==> config.mk <==
export PLATFORM = sky130hd
export DESIGN_NAME = gpio_port
export DESIGN_NICKNAME = d
export VERILOG_FILES = /design/src/rtl/gpio_pkg.sv /design/src/rtl/gpio_sync.sv /design/src/rtl/gpio_regs.sv /design/src/rtl/gpio_pad_ctl.sv /design/src/rtl/gpio_port.sv
export SDC_FILE = /design/constraint.sdc
export NUM_CORES = 1
export LEC_CHECK = 0
export ABC_AREA = 1
export BUFFER_PORTS_ARGS = -buffer_cell sky130_fd_sc_hd__buf_2
export CORE_MARGIN = 2
export CORE_UTILIZATION = 54
export DETAILED_ROUTE_END_ITERATION = 10
export PLACE_DENSITY = 0.9
export REMOVE_ABC_BUFFERS = 1
export SLEW_MARGIN = 20
export SYNTH_ARGS = -nofsm -noshare
export SYNTH_HDL_FRONTEND = slang
export SYNTH_SLANG_ARGS = --single-unit
==> constraint.sdc <==
create_clock -name clk -period 1.9 [get_ports clk]
set_input_delay 0.285 -clock clk [delete_from_list [all_inputs] [get_ports clk]]
set_output_delay 0.285 -clock clk [all_outputs]
set_load 0.02 [all_outputs]
==> src/rtl/gpio_pkg.sv <==
package gpio_pkg;

    localparam int PORT_W = 8;
    localparam int ANA_W  = 5;
    localparam int SEL_W  = 2;
    localparam int SYNC_N = 2;

    typedef enum logic [SEL_W-1:0] {
        SEL_PINS  = 2'd0,
        SEL_LATCH = 2'd1,
        SEL_DIR   = 2'd2,
        SEL_CTRL  = 2'd3
    } reg_sel_e;

    typedef struct packed {
        logic             pu_off_n;
        logic [ANA_W-1:0] ana;
    } ctrl_t;

    // Widen the analog-select bits to a port-wide mask.
    function automatic logic [PORT_W-1:0] ana_mask(input logic [ANA_W-1:0] ana);
        logic [PORT_W-1:0] m;
        m = '0;
        m[ANA_W-1:0] = ana;
        return m;
    endfunction

    // Place the control fields at their read-back positions.
    function automatic logic [PORT_W-1:0] pack_ctrl(input ctrl_t c);
        logic [PORT_W-1:0] v;
        v = '0;
        v[PORT_W-1]  = c.pu_off_n;
        v[ANA_W-1:0] = c.ana;
        return v;
    endfunction

endpackage

==> src/rtl/gpio_sync.sv <==
module gpio_sync #(
    parameter int W = 8,
    parameter int N = 2
) (
    input  logic         clk,
    input  logic         rst,
    input  logic [W-1:0] d,
    output logic [W-1:0] q
);
    logic [W-1:0] stg [N];

    always_ff @(posedge clk) begin
        if (rst) stg[0] <= '0;
        else     stg[0] <= d;
    end

    for (genvar k = 1; k < N; k++) begin : g_stage
        always_ff @(posedge clk) begin
            if (rst) stg[k] <= '0;
            else     stg[k] <= stg[k-1];
        end
    end

    assign q = stg[N-1];

    AST_SYNC_ADVANCE: assert property (@(posedge clk) disable iff (rst)
        1'b1 |=> stg[N-1] == $past(stg[N-2]));

endmodule

==> src/rtl/gpio_regs.sv <==
module gpio_regs
    import gpio_pkg::*;
#(
    parameter int PW = PORT_W,
    parameter int AW = ANA_W
) (
    input  logic           clk,
    input  logic           rst,
    input  logic           cfg_ana_strap,
    input  logic           wr_en,
    input  logic [SEL_W-1:0] sel,
    input  logic [PW-1:0]  wdata,
    output logic [PW-1:0]  dir_q,
    output logic [PW-1:0]  lat_q,
    output ctrl_t          ctrl_q
);
    localparam int PU_BIT = PW - 1;

    logic wr_pins, wr_lat, wr_dir, wr_ctl;

    always_comb begin
        wr_pins = wr_en && (reg_sel_e'(sel) == SEL_PINS);
        wr_lat  = wr_en && (reg_sel_e'(sel) == SEL_LATCH);
        wr_dir  = wr_en && (reg_sel_e'(sel) == SEL_DIR);
        wr_ctl  = wr_en && (reg_sel_e'(sel) == SEL_CTRL);
    end

    always_ff @(posedge clk) begin
        if (rst) begin
            dir_q <= '1;
            lat_q <= '0;
            ctrl_q.pu_off_n <= 1'b1;
            ctrl_q.ana      <= {AW{cfg_ana_strap}};
        end else begin
            if (wr_dir)            dir_q <= wdata;
            if (wr_pins || wr_lat) lat_q <= wdata;
            if (wr_ctl) begin
                ctrl_q.pu_off_n <= wdata[PU_BIT];
                ctrl_q.ana      <= wdata[AW-1:0];
            end
        end
    end

    AST_DIR_LOAD: assert property (@(posedge clk) disable iff (rst)
        wr_en && sel == SEL_DIR |=> dir_q == $past(wdata));
    AST_LATCH_LOAD: assert property (@(posedge clk) disable iff (rst)
        wr_en && (sel == SEL_PINS || sel == SEL_LATCH) |=> lat_q == $past(wdata));
    AST_CTRL_LOAD: assert property (@(posedge clk) disable iff (rst)
        wr_en && sel == SEL_CTRL |=> ctrl_q.pu_off_n == $past(wdata[PU_BIT])
                                     && ctrl_q.ana == $past(wdata[AW-1:0]));
    AST_LATCH_HOLD: assert property (@(posedge clk) disable iff (rst)
        !wr_en |=> $stable(lat_q));

endmodule

==> src/rtl/gpio_pad_ctl.sv <==
module gpio_pad_ctl
    import gpio_pkg::*;
#(
    parameter int PW = PORT_W,
    parameter int AW = ANA_W
) (
    input  logic [PW-1:0] dir,
    input  logic [PW-1:0] lat,
    input  logic          pu_off_n,
    input  logic [AW-1:0] ana,
    input  logic [PW-1:0] pin_sync,
    output logic [PW-1:0] oe,
    output logic [PW-1:0] dout,
    output logic [PW-1:0] pu,
    output logic [PW-1:0] pin_view
);
    for (genvar i = 0; i < PW; i++) begin : g_pin
        assign oe[i]   = ~dir[i];
        assign dout[i] = lat[i];
        assign pu[i]   = ~pu_off_n & dir[i];
        if (i < AW) begin : g_ana
            assign pin_view[i] = pin_sync[i] & ~ana[i];
        end else begin : g_dig
            assign pin_view[i] = pin_sync[i];
        end
    end

endmodule

==> src/rtl/gpio_port.sv <==
module gpio_port
    import gpio_pkg::*;
(
    input  logic              clk,
    input  logic              rst,
    input  logic              cfg_ana_strap,
    input  logic              wr_en,
    input  logic              rd_en,
    input  logic [SEL_W-1:0]  reg_sel,
    input  logic [PORT_W-1:0] wr_data,
    output logic [PORT_W-1:0] rd_data,
    input  logic [PORT_W-1:0] pad_in,
    output logic [PORT_W-1:0] pad_out,
    output logic [PORT_W-1:0] pad_oe,
    output logic [PORT_W-1:0] pu_en
);
    logic [PORT_W-1:0] dir_q, lat_q, pin_sync, pin_view;
    ctrl_t             ctrl_q;

    gpio_sync #(.W(PORT_W), .N(SYNC_N)) u_sync (
        .clk (clk), .rst (rst), .d (pad_in), .q (pin_sync)
    );

    gpio_regs #(.PW(PORT_W), .AW(ANA_W)) u_regs (
        .clk (clk), .rst (rst), .cfg_ana_strap (cfg_ana_strap),
        .wr_en (wr_en), .sel (reg_sel), .wdata (wr_data),
        .dir_q (dir_q), .lat_q (lat_q), .ctrl_q (ctrl_q)
    );

    gpio_pad_ctl #(.PW(PORT_W), .AW(ANA_W)) u_pad (
        .dir (dir_q), .lat (lat_q), .pu_off_n (ctrl_q.pu_off_n),
        .ana (ctrl_q.ana), .pin_sync (pin_sync),
        .oe (pad_oe), .dout (pad_out), .pu (pu_en), .pin_view (pin_view)
    );

    always_comb begin
        rd_data = '0;
        if (rd_en) begin
            unique case (reg_sel_e'(reg_sel))
                SEL_PINS:  rd_data = pin_view;
                SEL_LATCH: rd_data = lat_q;
                SEL_DIR:   rd_data = dir_q;
                SEL_CTRL:  rd_data = pack_ctrl(ctrl_q);
                default:   rd_data = '0;
            endcase
        end
    end

    AST_PU_OUTPUT_OFF: assert property (@(posedge clk) disable iff (rst)
        (pu_en & pad_oe) == '0);
    AST_ANA_READS_ZERO: assert property (@(posedge clk) disable iff (rst)
        rd_en && reg_sel == SEL_PINS |-> (rd_data & ana_mask(ctrl_q.ana)) == '0);
    AST_IDLE_BUS_ZERO: assert property (@(posedge clk) disable iff (rst)
        !rd_en |-> rd_data == '0);
    AST_OUT_FOLLOWS_LATCH: assert property (@(posedge clk) disable iff (rst)
        wr_en && reg_sel == SEL_LATCH |=> pad_out == $past(wr_data));

endmodule

* Word level (Yosys, flattened, before mapping) *
Memories as Yosys holds them, arrays and structs flattened.
Index checks and enable logic that the tools add are counted.
W data, S select, Z words.

word-level totals
  bits in registers = 22
  bits in writable memories = 16
  bits of input ports = 23
  output and inout bits = 32
  word-level logic and storage cells = 53
  memories kept = 1

operators by class
  eq/ne operators = 3
  muxes and demuxes = 9
  bitwise gates (word level) = 29
  reduce and logical (&&, ||, !) cells = 7

memory list
  name        depth  width  read ports  clocked after Yosys merged registers in  wr ports  line             source
  u_sync.stg  2      8      2           0                                        2         gpio_sync.sv:10  logic [W-1:0] stg [N];

operators by type and width
  operator              number
  $pmux W8 S4           1
  $mux W8               3
  $not A1 Y1            14
  $and A1 B1 Y1         13
  $mux W5               2
  $eq A2 B2 Y1 const B  2
  $logic_and A1 B1 Y1   4
  $mux W1               3
  $eq A2 B1 Y1 const B  1
  $logic_not A2 Y1      1
  $or A1 B1 Y1          2
  $reduce_bool A2 Y1    1
  $logic_or A1 B1 Y1    1

* Depth between registers and ports, before layout *
Gate-level depths: netlist of run 1.

  word-level depth = 4
  depth in mapped cells = 6
  depth with buffers taken out = 5

* By module *
From an unflattened synthesis of run 1, not the netlist that was laid out.

unflattened totals
  cells, all modules = 260
  area total of the unflattened synthesis = 1879.3 µm²

modules (own cells, without submodules)
  module        instances  cells an instance  area each (µm²)  sequential area each (µm²)
  gpio_regs     1          104                887.1            490.5
  gpio_sync     1          50                 474.2            320.3
  gpio_port     1          68                 326.6            0.0
  gpio_pad_ctl  1          38                 191.4            0.0

* Worst setup path before layout of run 1 *
Ideal clock, no wire load.

  kind = input port to output port
  start = input port reg_sel[1]
  end = output port rd_data[7]
  arrival = 0.963 ns
  required time = 1.615 ns
  slack = 0.652 ns
  cell stages on the path = 6
  path buffers = 2
  cells stage by stage = buf_6 > buf_6 > nand3_1 > nand2_1 > nor2_1 > nor2_1

between the ends
  cells in the longest elaborated chain, start to end = 3
  elaborated cells between the ends (all ways) = 6
  those cells by class = eq/ne (3); mux (2); reduce/logical (1)

ends and longest elaborated chain
  item                                        line             source
  from (decl)                                 gpio_port.sv:9   input logic [SEL_W-1:0] reg_sel,
  $eq A2 B2 Y1, or another cell as far along  gpio_port.sv:39  unique case (reg_sel_e'(reg_sel))
  $pmux W8 S4 *                               gpio_port.sv:39
  $mux W8 *                                   gpio_port.sv:38  if (rd_en) begin
  to (decl)                                   gpio_port.sv:11  output logic [PORT_W-1:0] rd_data,

Every way passes the cells marked *; elsewhere a longest branch is shown, timed or not.

* Worst setup path in the final report of run 1 *
  start = register, netlist name u_regs.ctrl_q[5]
  end = output port rd_data[7]

between the ends
  cells in the longest elaborated chain, start to end = 2

ends and longest elaborated chain
  item         line
  $pmux W8 S4  gpio_port.sv:39
  $mux W8      gpio_port.sv:38

Every way passes these cells.

==> run summary, run 1 <==
STATUS
---------------------------------------------------------------------------------------
Outcome .................................................................. finished, final reports clean

SYNTHESIS
---------------------------------------------------------------------------------------
Most common cell in the netlist ..........................................       nor2_1
#FFs+latches synth .......................................................           38
Post-synth top flop ......................................................      dfxtp_1
Leading cell types by total area after synthesis ......................... dfxtp_1 38%, nor2_1 10%, nand2_1 10%
Commonest cells post-synth ............................................... 47 x nor2_1, 46 x nand2_1, 36 x inv_1
Synth Area in Simple Gates ...............................................       32.75%
Mean Syn Cell Area .......................................................  7.210 sq um
Ys async rst share .......................................................           0%
Adder and majority gate portion of the synthesized area ..................           0%
Post-synth EDFFs .........................................................            5
Post-synthesis compound-gate area fraction ...............................       5.495%
Fraction of synthesized area in multiplexers .............................           0%
Fraction of synthesized cell area in xor and xnor cells ..................           0%
Area share of the largest cell type after synthesis ......................       38.18%
Cell count after synthesis ...............................................          240
Synthesized area .........................................................   1730 sq um
Portion of the post-synthesis area used by sequential elements ...........       46.85%
Cell type with the highest aggregate area in the netlist .................      dfxtp_1
Count of cell types in the netlist .......................................           21
Dominant combinational cell family by area after synthesis ............... simple AND/OR/NAND/NOR gates
Ys Warns .................................................................            0

TIMING
---------------------------------------------------------------------------------------
Count of final setup violators ...........................................            0
Final hold slack .........................................................    0.1458 ns
Period utilization .......................................................       84.01%
Hold violation total from the final report ...............................            0
Pins over their slew limit ...............................................            0
Fin Clk Skew ............................................................. 0.0005490 ns
Shortest clock period the worst path allows after layout .................     1.596 ns
Setup TNS ................................................................         0 ns
RSZ-0062 raised after global routing .....................................        false
Smallest setup slack after layout ........................................    0.3037 ns
Pin slew with the least headroom to its limit ............................    0.4118 ns
Relative slew slack ......................................................       72.55%
Maximum clock frequency ..................................................    626.5 MHz

PLACEMENT
---------------------------------------------------------------------------------------
Post-placement worst setup slack .........................................    0.3931 ns
Detail Placement HPWL ....................................................      2720 um
Instance count after placement with tap cells included ...................          329
Routability Congestion ...................................................       0.8020
Total of buffers placed on input and output ports ........................           54

CTS
---------------------------------------------------------------------------------------
Root buffer cell .........................................................     clkbuf_4
Total number of clock tree sinks .........................................           38
CTS Hold Buffers Added ...................................................            0
Clock transition at path regs ............................................      0.10 ns
Bufs on Longest Clock Path ...............................................            2
Number of H-tree levels ..................................................            2
CTS buffer count .........................................................            5
Number of gates given a new drive strength after cts .....................            0
Clock tree from TritonCTS ................................................         done
Clk Latency, worst-skew pair .............................................      0.33 ns
Post-CTS setup-driven buffer insertion count .............................            0

GLOBAL ROUTING
---------------------------------------------------------------------------------------
Initial antenna violation count ..........................................            0
Overflow left after global routing .......................................            0
Overall global routing resource usage ....................................       21.39%
Via count of the first global-routing pass ...............................         1360
Maximum number of pins on one net before global-route repair .............           24
First-pass GRT wire length ...............................................      5754 um

WORST SETUP PATH
---------------------------------------------------------------------------------------
Total number of cells along the worst setup path .........................            5
Critical path buffer and inverter count ..................................            1
Startpoint of the most critical setup path ............................... u_regs.ctrl_q[5]
Cell chain of the critical path .......................................... nand3_1 > nand2_1 > nor2_1 > nor2_1 > buf_2
Most frequent cell on the critical path ..................................       nor2_1
Worst reg-to-reg path cell count .........................................            2
Worst Path Arrival .......................................................      1.31 ns
Category of the worst setup path launch point ............................    flip-flop
Critical path class ......................................................   reg -> out
Kind of end point of the critical path ...................................  output port
Maximum fanout encountered on the critical timing path ...................           10
Capture point of the worst path ..........................................   rd_data[7]
Endpoint required time on the critical path ..............................      1.62 ns
Standard cell with the maximum stage delay on the critical path ..........      dfxtp_1
Flop-to-flop setup slack .................................................      1.15 ns
Crit-path max cell delay .................................................      0.53 ns
Terminus of the critical flop-to-flop path ............................... u_regs.ctrl_q[5]
Delay-heaviest family, CP ................................................   flip-flops
Critical R2R Launch ...................................................... u_regs.ctrl_q[5]

CELLS AND AREA
---------------------------------------------------------------------------------------
Share of final-layout standard cells stronger than drive strength 1 ......       25.94%
Area added between synthesis and finish ..................................       17.50%
Final standard cell count with taps included and fillers excluded ........          337
Count of fill cells added during filler insertion ........................          298
Number of diodes added for antenna fixing ................................            0
Total Nets Final .........................................................          315

DRT
---------------------------------------------------------------------------------------
Post-DRT Antenna Nets ....................................................            0
Number of iterations in the first detailed-routing pass ..................            4
Via count of the routed design ...........................................         1601
Post-route DRC ...........................................................            0
Vias/cell ................................................................        4.751
Drt wl/cell ..............................................................     10.47 um
Number of violations reported at the end of detailed-routing iteration 0 .           85
Detailed-route wire length ...............................................      3530 um

POWER
---------------------------------------------------------------------------------------
Clock share of power .....................................................        24.5%
Power density cells ...................................................... 769.4 nW/um^2
Share of total power in sequential cells .................................        57.1%
Part of the total power dissipated in combinational logic ................        18.5%
Largest vdd supply drop ..................................................    0.5278 mV
Switching power share of the total .......................................       29.30%
NetSw ....................................................................    0.4583 mW
Leakage ..................................................................     1.151 nW
P_int ....................................................................     1.106 mW

FLOORPLAN
---------------------------------------------------------------------------------------
Effective utilization at floorplan .......................................       56.68%
Die area .................................................................   3673 sq um
Area of the placeable core ...............................................   3053 sq um
Die extent in x ..........................................................     60.61 um
FP Rows ..................................................................           20
Top Ports ................................................................           55
Chip height ..............................................................     60.61 um

WORST HOLD PATH
---------------------------------------------------------------------------------------
Worst hold path type .....................................................    in -> reg

JOB
---------------------------------------------------------------------------------------
# Max-Cap Violations .....................................................            0

-- power by group through the flow --
stage                     Sequential [mW]  Combinational [mW]  Clock [mW]
final                               0.892               0.289       0.383
after global routing                0.899               0.325       0.432
after CTS                           0.893               0.291       0.394
after detailed placement            0.911               0.290           0
after global placement              0.909               0.283           0
after floorplan                     0.917               0.163           0
-- layer usage --
layer / wire, um / track usage, % / vias up
li1: - / - / 843
met2: 1744 / 36.25 / 50
met4: 14 / 5.901 / 0
met3: 224 / 6.823 / 2
met5: 0 / 0 / -
met1: 1547 / 26.27 / 706
-- worst min-delay path by stage --
stage | cells after the start | startpoint | slack [ns] | endpoint
global route | 3 | pad_in[4] | 0.12 | u_sync.stg[0][4]
floorplan | 1 | rst | 0.36 | u_sync.stg[0][0]
detailed placement | 2 | u_sync.stg[0][5] | 0.40 | u_sync.stg[1][5]
finish | 3 | pad_in[2] | 0.15 | u_sync.stg[0][2]
global placement | 2 | u_sync.stg[0][0] | 0.39 | u_sync.stg[1][0]
CTS | 3 | pad_in[2] | 0.13 | u_sync.stg[0][2]
-- per-stage QoR --
stage	total power [mW]	cell area, sq um	utilization (%)
after detailed placement	1.202	1982	64.92
after CTS	1.577	2033	66.60
after floorplan	1.080	1642	-
after global routing	1.656	2033	66.60
after global placement	1.192	1982	64.92
final	1.564	2033	66.60
-- placed cells by master (no fill, tap or decap) --
cell / n
a21oi_1: 5
buf_2: 54
buf_4: 2
clkbuf_1: 1
clkbuf_4: 5
clkinv_2: 2
clkinv_4: 1
dfxtp_1: 33
edfxtp_1: 5
inv_1: 36
inv_2: 1
inv_4: 2
inv_6: 1
nand2_1: 46
nand2_4: 1
nand3_1: 29
nand3_4: 1
nand4_1: 1
nor2_1: 47
nor2_2: 6
o21ai_0: 12
o21ai_1: 2
-- flip-flops by register name, summed over array words and instances, names as in the netlist --
signal and cells:
u_regs.ctrl_q 6, u_regs.dir_q 8, u_sync.stg 16, u_regs.lat_q 8
-- final cells by class --
cell class              instances  area, sq um  share of cell area (%)
repair buffers                 56        285.3                   14.03
multi-input cells             150        661.9                   32.55
clock buffers                   6        41.29                   2.031
well taps                      44        55.05                   2.708
clock inverters                 2        10.01                  0.4923
inverters                      41        168.9                   8.308
flip-flops and latches         38        810.8                   39.88
-- worst register-to-register path: cells and delay by family, from the launching register on --
kind,cells,cell delay (ns)
flip-flops,1,0.53
AND/OR/NAND/NOR,2,0.17
-- kinds of logic (layout without fill, tap and decap cells) --
family | after synthesis | count (layout)
simple gates | 131 | 131
buf+inv | 52 | 105
flops | 38 | 38
compound gates | 19 | 19
(Power assumes the default switching activity.)
==> run 2: changes to the inputs <==
--- a/config.mk
+++ b/config.mk
@@ -5,12 +5,12 @@
 export SDC_FILE = /design/constraint.sdc
 export NUM_CORES = 1
 export LEC_CHECK = 0
-export ABC_AREA = 1
+export ABC_AREA = 0
 export BUFFER_PORTS_ARGS = -buffer_cell sky130_fd_sc_hd__buf_2
 export CORE_MARGIN = 2
-export CORE_UTILIZATION = 54
+export CORE_UTILIZATION = 44
 export DETAILED_ROUTE_END_ITERATION = 10
-export PLACE_DENSITY = 0.9
+export PLACE_DENSITY = 0.81
 export REMOVE_ABC_BUFFERS = 1
 export SLEW_MARGIN = 20
 export SYNTH_ARGS = -nofsm -noshare
==> constraint.sdc (replaced) <==
create_clock -name clk -period 1.36 [get_ports clk]
set_input_delay 0.204 -clock clk [delete_from_list [all_inputs] [get_ports clk]]
set_output_delay 0.204 -clock clk [all_outputs]
set_load 0.02 [all_outputs]
==> run 2 against run 1 <==
  * The run now ends with setup timing left
  * Critical path depth down 2
  * Hold slack worse by 0.080 ns
  * Sequential share of layout area up 0.63 points
  * Largest cell class unchanged
  * Largest power group unchanged
  * Final area down 1.1%
  * Highest routed layer unchanged
==> run summary, run 2 <==
STATUS
---------------------------------------------------------------------------------------
Outcome .................................................................. finished with violations
Violations in the final reports .......................................... setup timing

CELLS AND AREA
---------------------------------------------------------------------------------------
Most used cells in the layout excluding fill and tap cells ............... 45 x buf_2, 30 x dfxtp_1, 23 x nor2b_1
Number of diodes added for antenna fixing ................................            0
Most frequent standard cell in the layout excluding fill and tap cells ...        buf_2
Total Nets Final .........................................................          260
Share of final-layout standard cells stronger than drive strength 1 ......       33.19%
Final Core Density .......................................................       59.32%
Area added between synthesis and finish ..................................       27.24%
Top register by number of flip-flops .....................................   u_sync.stg
Final standard cell count with taps included and fillers excluded ........          284
Largest register FFs .....................................................           16
Largest registers in the final layout .................................... u_sync.stg x16, u_regs.dir_q x8, u_regs.lat_q x8

WORST SETUP PATH
---------------------------------------------------------------------------------------
Critical path buffer and inverter count ..................................            1
Kind of end point of the critical path ...................................  output port
Crit-path max cell delay .................................................      0.45 ns
Critical path class ......................................................   reg -> out
Delay-heaviest family, CP ................................................ multiplexers
Total number of cells along the worst setup path .........................            3
Cell chain of the critical path .......................................... mux4_2 > and2_4 > buf_6
Endpoint required time on the critical path ..............................      1.16 ns
Category of the worst setup path launch point ............................    flip-flop
Critical R2R Launch ...................................................... u_regs.dir_q[2]
Startpoint of the most critical setup path ............................... u_regs.ctrl_q[5]
Standard cell with the maximum stage delay on the critical path ..........       mux4_2
Maximum fanout encountered on the critical timing path ...................            2
Worst reg-to-reg path cell count .........................................            3
Worst Path Arrival .......................................................      1.38 ns

WORST HOLD PATH
---------------------------------------------------------------------------------------
Worst hold path type .....................................................    in -> reg
Cell depth of the worst min-delay path ...................................            2
Worst Hold Launch ........................................................    pad_in[5]

DRT
---------------------------------------------------------------------------------------
Number of iterations in the first detailed-routing pass ..................            4
Number of violations reported at the end of detailed-routing iteration 0 .           53
Post-route DRC ...........................................................            0
Drt wl/cell ..............................................................     12.33 um
Post-DRT Antenna Nets ....................................................            0
Detailed-route wire length ...............................................      3502 um
Via count of the routed design ...........................................         1379
Vias/cell ................................................................        4.856

FLOORPLAN
---------------------------------------------------------------------------------------
Area of the placeable core ...............................................   3390 sq um
FP Rows ..................................................................           21
Die area .................................................................   4087 sq um
Top Ports ................................................................           55
Chip height ..............................................................     63.93 um
Effective utilization at floorplan .......................................       46.62%
Die extent in x ..........................................................     63.93 um

PLACEMENT
---------------------------------------------------------------------------------------
Instance count after placement with tap cells included ...................          275
Routability Congestion ...................................................       0.7517
Total of buffers placed on input and output ports ........................           54
Detail Placement HPWL ....................................................      2583 um

GLOBAL ROUTING
---------------------------------------------------------------------------------------
Initial antenna violation count ..........................................            0
Overflow left after global routing .......................................            0
First-pass GRT wire length ...............................................      5651 um
Via count of the first global-routing pass ...............................         1227
Overall global routing resource usage ....................................       18.51%
Maximum number of pins on one net before global-route repair .............           20

SYNTHESIS
---------------------------------------------------------------------------------------
Portion of the post-synthesis area used by sequential elements ...........       51.31%
Synthesized area .........................................................   1580 sq um
Count of cell types in the netlist .......................................           23
Post-synth EDFFs .........................................................            5
Ys async rst share .......................................................           0%
Most common cell in the netlist ..........................................      dfxtp_1
#FFs+latches synth .......................................................           38
Commonest cells post-synth ............................................... 33 x dfxtp_1, 23 x nor2b_1, 22 x nand2_1
Ys Warns .................................................................            0
Cell type with the highest aggregate area in the netlist .................      dfxtp_1
Area share of the largest cell type after synthesis ......................       41.81%
Mean Syn Cell Area .......................................................  8.979 sq um
Post-synth top flop ......................................................      dfxtp_1
Cell count after synthesis ...............................................          176
Leading cell types by total area after synthesis ......................... dfxtp_1 42%, edfxtp_1 9.5%, nor2b_1 9.1%

CTS
---------------------------------------------------------------------------------------
Bufs on Longest Clock Path ...............................................            2
Number of H-tree levels ..................................................            2
Clk Latency, worst-skew pair .............................................      0.34 ns
CTS buffer count .........................................................            5
Total number of clock tree sinks .........................................           38
Clock transition at path regs ............................................      0.11 ns
Clock tree from TritonCTS ................................................         done
Root buffer cell .........................................................     clkbuf_4

TIMING
---------------------------------------------------------------------------------------
Pin slew with the least headroom to its limit ............................    0.3456 ns
Pins over their slew limit ...............................................            0
Count of final setup violators ...........................................            7
Relative slew slack ......................................................       76.96%
RSZ-0062 raised after global routing .....................................         true
Shortest clock period the worst path allows after layout .................     1.582 ns
Smallest setup slack after layout ........................................   -0.2223 ns
Period utilization .......................................................       116.3%
Fin Clk Skew .............................................................  0.006309 ns
Hold violation total from the final report ...............................            0
Maximum clock frequency ..................................................    632.0 MHz

POWER
---------------------------------------------------------------------------------------
Power density cells ...................................................... 1060 nW/um^2
Leakage ..................................................................    0.9904 nW
Largest vdd supply drop ..................................................    0.5904 mV
PnR Total Power ..........................................................     2.131 mW

JOB
---------------------------------------------------------------------------------------
# Max-Cap Violations .....................................................            0

[run 2: cell type report]
cell class | instances | area (sq um)
fill | 310 | 1379
sequential | 38 | 814.5
timing repair buffer | 66 | 397.9
clock inverter | 2 | 8.758
inverter | 14 | 52.55
multi-input combinational | 112 | 638.1
tap | 46 | 57.56
clock buffer | 6 | 41.29
[run 2: through the flow]
step / hold WS (ns) / setup TNS [ns] / cell area, sq um / setup WS (ns)
floorplan: 0.2731 / 0 / 1503 / 0.06999
global placement: 0.4105 / -0.03101 / 1913 / -0.02177
detailed placement: 0.4166 / -0.06057 / 1913 / -0.03048
CTS: 0.05253 / -0.8529 / 2004 / -0.2409
global route: 0.05969 / -1.540 / 2011 / -0.2753
finish: 0.06602 / -0.7102 / 2011 / -0.2223
[run 2: where the power goes]
part           leakage (nW)  total, mW  switching, mW  internal [mW]
combinational         0.640      0.363          0.206          0.158
clock                0.0297      0.539          0.345          0.194
sequential            0.321       1.23         0.0265           1.20
total                 0.990       2.13          0.577           1.55
[run 2: layer usage]
metal	vias to the layer above	global-route usage, %	routed length [um]
met5	-	0	0
met4	0	9.783	78
met3	8	5.106	203
met2	45	27.34	1573
met1	631	24.58	1646
li1	695	-	-
[run 2: worst paths after layout]
check                           to  slack (ns)
setup reg to reg   u_regs.dir_q[2]        0.52
hold / removal    u_sync.stg[0][5]        0.07
setup / recovery        rd_data[7]       -0.22
hold reg to reg   u_sync.stg[1][1]        0.44
[run 2: logic make-up after synthesis]
group / Yosys count / share of synthesized area, %
flip-flops: 38 / 51.31
buffers and inverters: 26 / 8.234
AND/OR/NAND/NOR: 70 / 22.09
AO/OA/AOI/OAI: 38 / 14.81
multiplexers: 4 / 3.563
[run 2: timing repair]
action	4_1_cts	5_1_grt
setup endpoints to repair	8	9
hold buffers	0	0
setup buffers	1	0
cloned	0	0
pin swaps	14	0
resized for setup	16	2
==> run 3: changes to the inputs <==
--- a/config.mk
+++ b/config.mk
@@ -7,11 +7,12 @@
 export LEC_CHECK = 0
 export ABC_AREA = 0
 export BUFFER_PORTS_ARGS = -buffer_cell sky130_fd_sc_hd__buf_2
-export CORE_MARGIN = 2
+export CORE_MARGIN = 8
 export CORE_UTILIZATION = 44
 export DETAILED_ROUTE_END_ITERATION = 10
 export PLACE_DENSITY = 0.81
 export REMOVE_ABC_BUFFERS = 1
+export SETUP_SLACK_MARGIN = 0.05
 export SLEW_MARGIN = 20
 export SYNTH_ARGS = -nofsm -noshare
 export SYNTH_HDL_FRONTEND = slang
==> run 3 against run 2 <==
  * The flow still finishes with violations (setup timing)
  * Maximum frequency decreased by 0.54%
  * Die area increased by 41%
  * Final area increased by 8.2%
  * Critical endpoint unchanged
  * Register-to-register slack got worse by 0.07 ns
  * Critical path depth unchanged
==> run summary, run 3 (same netlist as run 2, synthesis figures left out) <==
POWER
---------------------------------------------------------------------------------------
Share of total power in sequential cells .................................        56.4%
PnR Total Power ..........................................................     2.179 mW
Clock share of power .....................................................        24.9%
Switching power share of the total .......................................       27.03%
Leakage ..................................................................     1.026 nW
NetSw ....................................................................    0.5889 mW
Power density cells ...................................................... 1001 nW/um^2
P_int ....................................................................     1.590 mW
Part of the total power dissipated in combinational logic ................        18.6%
Largest vdd supply drop ..................................................    0.5559 mV

TIMING
---------------------------------------------------------------------------------------
Pins over their slew limit ...............................................            0
Count of final setup violators ...........................................           14
Pin slew with the least headroom to its limit ............................    0.3342 ns
RSZ-0062 raised after global routing .....................................         true
Hold violation total from the final report ...............................            0
Fin Clk Skew .............................................................  0.008265 ns
Period utilization .......................................................       117.0%
Shortest clock period the worst path allows after layout .................     1.591 ns
Relative slew slack ......................................................       77.72%
Maximum clock frequency ..................................................    628.6 MHz
Smallest setup slack after layout ........................................   -0.2309 ns

FLOORPLAN
---------------------------------------------------------------------------------------
Die area .................................................................   5765 sq um
Area of the placeable core ...............................................   3390 sq um
Effective utilization at floorplan .......................................       46.62%
FP Rows ..................................................................           21
Chip height ..............................................................     75.93 um
Die extent in x ..........................................................     75.93 um
Top Ports ................................................................           55

CELLS AND AREA
---------------------------------------------------------------------------------------
Area added between synthesis and finish ..................................       37.69%
Largest register FFs .....................................................           16
Most used cells in the layout excluding fill and tap cells ............... 38 x buf_2, 28 x dfxtp_1, 23 x nor2b_1
Top register by number of flip-flops .....................................   u_sync.stg
Total Nets Final .........................................................          263
Count of fill cells added during filler insertion ........................          288
Post-route cell area .....................................................   2176 sq um
Largest registers in the final layout .................................... u_sync.stg x16, u_regs.dir_q x8, u_regs.lat_q x8
Share of final-layout standard cells stronger than drive strength 1 ......       38.17%
Most frequent standard cell in the layout excluding fill and tap cells ...        buf_2
Number of diodes added for antenna fixing ................................            0

WORST SETUP PATH
---------------------------------------------------------------------------------------
Worst Path Arrival .......................................................      1.39 ns
Standard cell with the maximum stage delay on the critical path ..........       mux4_2
Terminus of the critical flop-to-flop path ............................... u_regs.ctrl_q[5]
Category of the worst setup path launch point ............................    flip-flop
Crit-path max cell delay .................................................      0.45 ns
Worst reg-to-reg path cell count .........................................            4
Endpoint required time on the critical path ..............................      1.16 ns
Critical R2R Launch ...................................................... u_regs.ctrl_q[5]
Maximum fanout encountered on the critical timing path ...................            2
Cell chain of the critical path .......................................... mux4_2 > and2_4 > buf_6
Kind of end point of the critical path ...................................  output port
Critical path class ......................................................   reg -> out
Flop-to-flop setup slack .................................................      0.45 ns

GLOBAL ROUTING
---------------------------------------------------------------------------------------
Initial antenna violation count ..........................................            0
Via count of the first global-routing pass ...............................         1330
Overflow left after global routing .......................................            0
First-pass GRT wire length ...............................................      6237 um
Overall global routing resource usage ....................................       13.58%
Maximum number of pins on one net before global-route repair .............           20

WORST HOLD PATH
---------------------------------------------------------------------------------------
Worst Hold Launch ........................................................    pad_in[7]
Cell depth of the worst min-delay path ...................................            2
Sink of the worst hold path .............................................. u_sync.stg[0][7]
Worst hold path type .....................................................    in -> reg

CTS
---------------------------------------------------------------------------------------
CTS Hold Buffers Added ...................................................            0
CTS buffer count .........................................................            5
Total number of clock tree sinks .........................................           38
Clk Latency, worst-skew pair .............................................      0.34 ns
Clock tree from TritonCTS ................................................         done
Bufs on Longest Clock Path ...............................................            2
Clock transition at path regs ............................................      0.10 ns
Number of H-tree levels ..................................................            2
Root buffer cell .........................................................     clkbuf_4

PLACEMENT
---------------------------------------------------------------------------------------
Post-placement worst setup slack .........................................  -0.03253 ns
Routability Congestion ...................................................       0.8147
Detail Placement HPWL ....................................................      2881 um
Placement Cell Area ......................................................   1921 sq um
Total of buffers placed on input and output ports ........................           54

DRT
---------------------------------------------------------------------------------------
Number of violations reported at the end of detailed-routing iteration 0 .          105
Detailed-route wire length ...............................................      4039 um
Drt wl/cell ..............................................................     14.07 um
Post-DRT Antenna Nets ....................................................            0
Vias/cell ................................................................        4.878
Number of iterations in the first detailed-routing pass ..................            4
Post-route DRC ...........................................................            0
Via count of the routed design ...........................................         1400

STATUS
---------------------------------------------------------------------------------------
Outcome .................................................................. finished with violations
Violations in the final reports .......................................... setup timing

JOB
---------------------------------------------------------------------------------------
# Max-Cap Violations .....................................................            0

run 3: what timing repair did:
| action | CTS | global route |
|---|---|---|
| gates cloned | 0 | 1 |
| buffers inserted | 1 | 1 |
| setup endpoints to repair | 14 | 16 |
| resized for setup | 29 | 26 |
| pin swaps | 14 | 4 |
| endpoints found under the hold margin | 0 | 0 |
run 3: worst max path at each step:
stage	slack, ns	end	startpoint
3_5_place_dp	-0.03	rd_data[7]	reg_sel[0]
6_report	-0.23	rd_data[7]	u_regs.ctrl_q[5]
5_1_grt	-0.30	rd_data[7]	u_regs.ctrl_q[5]
4_1_cts	-0.25	rd_data[7]	u_regs.ctrl_q[5]
2_1_floorplan	0.07	rd_data[7]	u_regs.lat_q[7]
3_3_place_gp	-0.02	rd_data[7]	reg_sel[0]
run 3: through the flow:
| stage | std cells | setup TNS, ns | utilization, % | hold slack, ns |
|---|---|---|---|---|
| 3_3_place_gp | 276 | -0.01930 | 56.66 | 0.4120 |
| 2_1_floorplan | 164 | 0 | - | 0.2731 |
| 3_5_place_dp | 276 | -0.03253 | 56.66 | 0.4177 |
| 5_1_grt | 287 | -2.064 | 64.19 | 0.04733 |
| 6_report | 287 | -0.8287 | 64.19 | 0.06757 |
| 4_1_cts | 285 | -0.8697 | 60.35 | 0.05113 |
run 3: cell type report:
cell class	instances	area [sq um]	area share, %
clock buffer	8	48.80	2.243
inverter	14	52.55	2.415
multi-input combinational	112	701.9	32.26
sequential	38	817.0	37.55
tap	46	57.56	2.645
timing repair buffer	69	498.0	22.89
run 3: worst max-delay path, delay by kind of cell, from the launching register on:
family | cells | cell delay (ns)
buffers and inverters | 1 | 0.12
flip-flops | 1 | 0.33
AND/OR/NAND/NOR | 1 | 0.15
multiplexers | 1 | 0.45
run 3: per-layer routing:
layer,part of all wire (%),vias to the layer above,GRT usage [%]
met2,45,50,20.39
li1,-,700,-
met1,45,644,16.35
met5,0,-,0
met3,8.0,6,6.250
met4,1.4,0,5.294
run 3: power by group through the flow:
stage                     combinational, mW  clock, mW  sequential, mW
final                                 0.406      0.543            1.23
after global routing                  0.442      0.619            1.24
after CTS                             0.376      0.562            1.23
after detailed placement              0.348          0            1.25
after global placement                0.342          0            1.25
after floorplan                       0.172          0            1.26
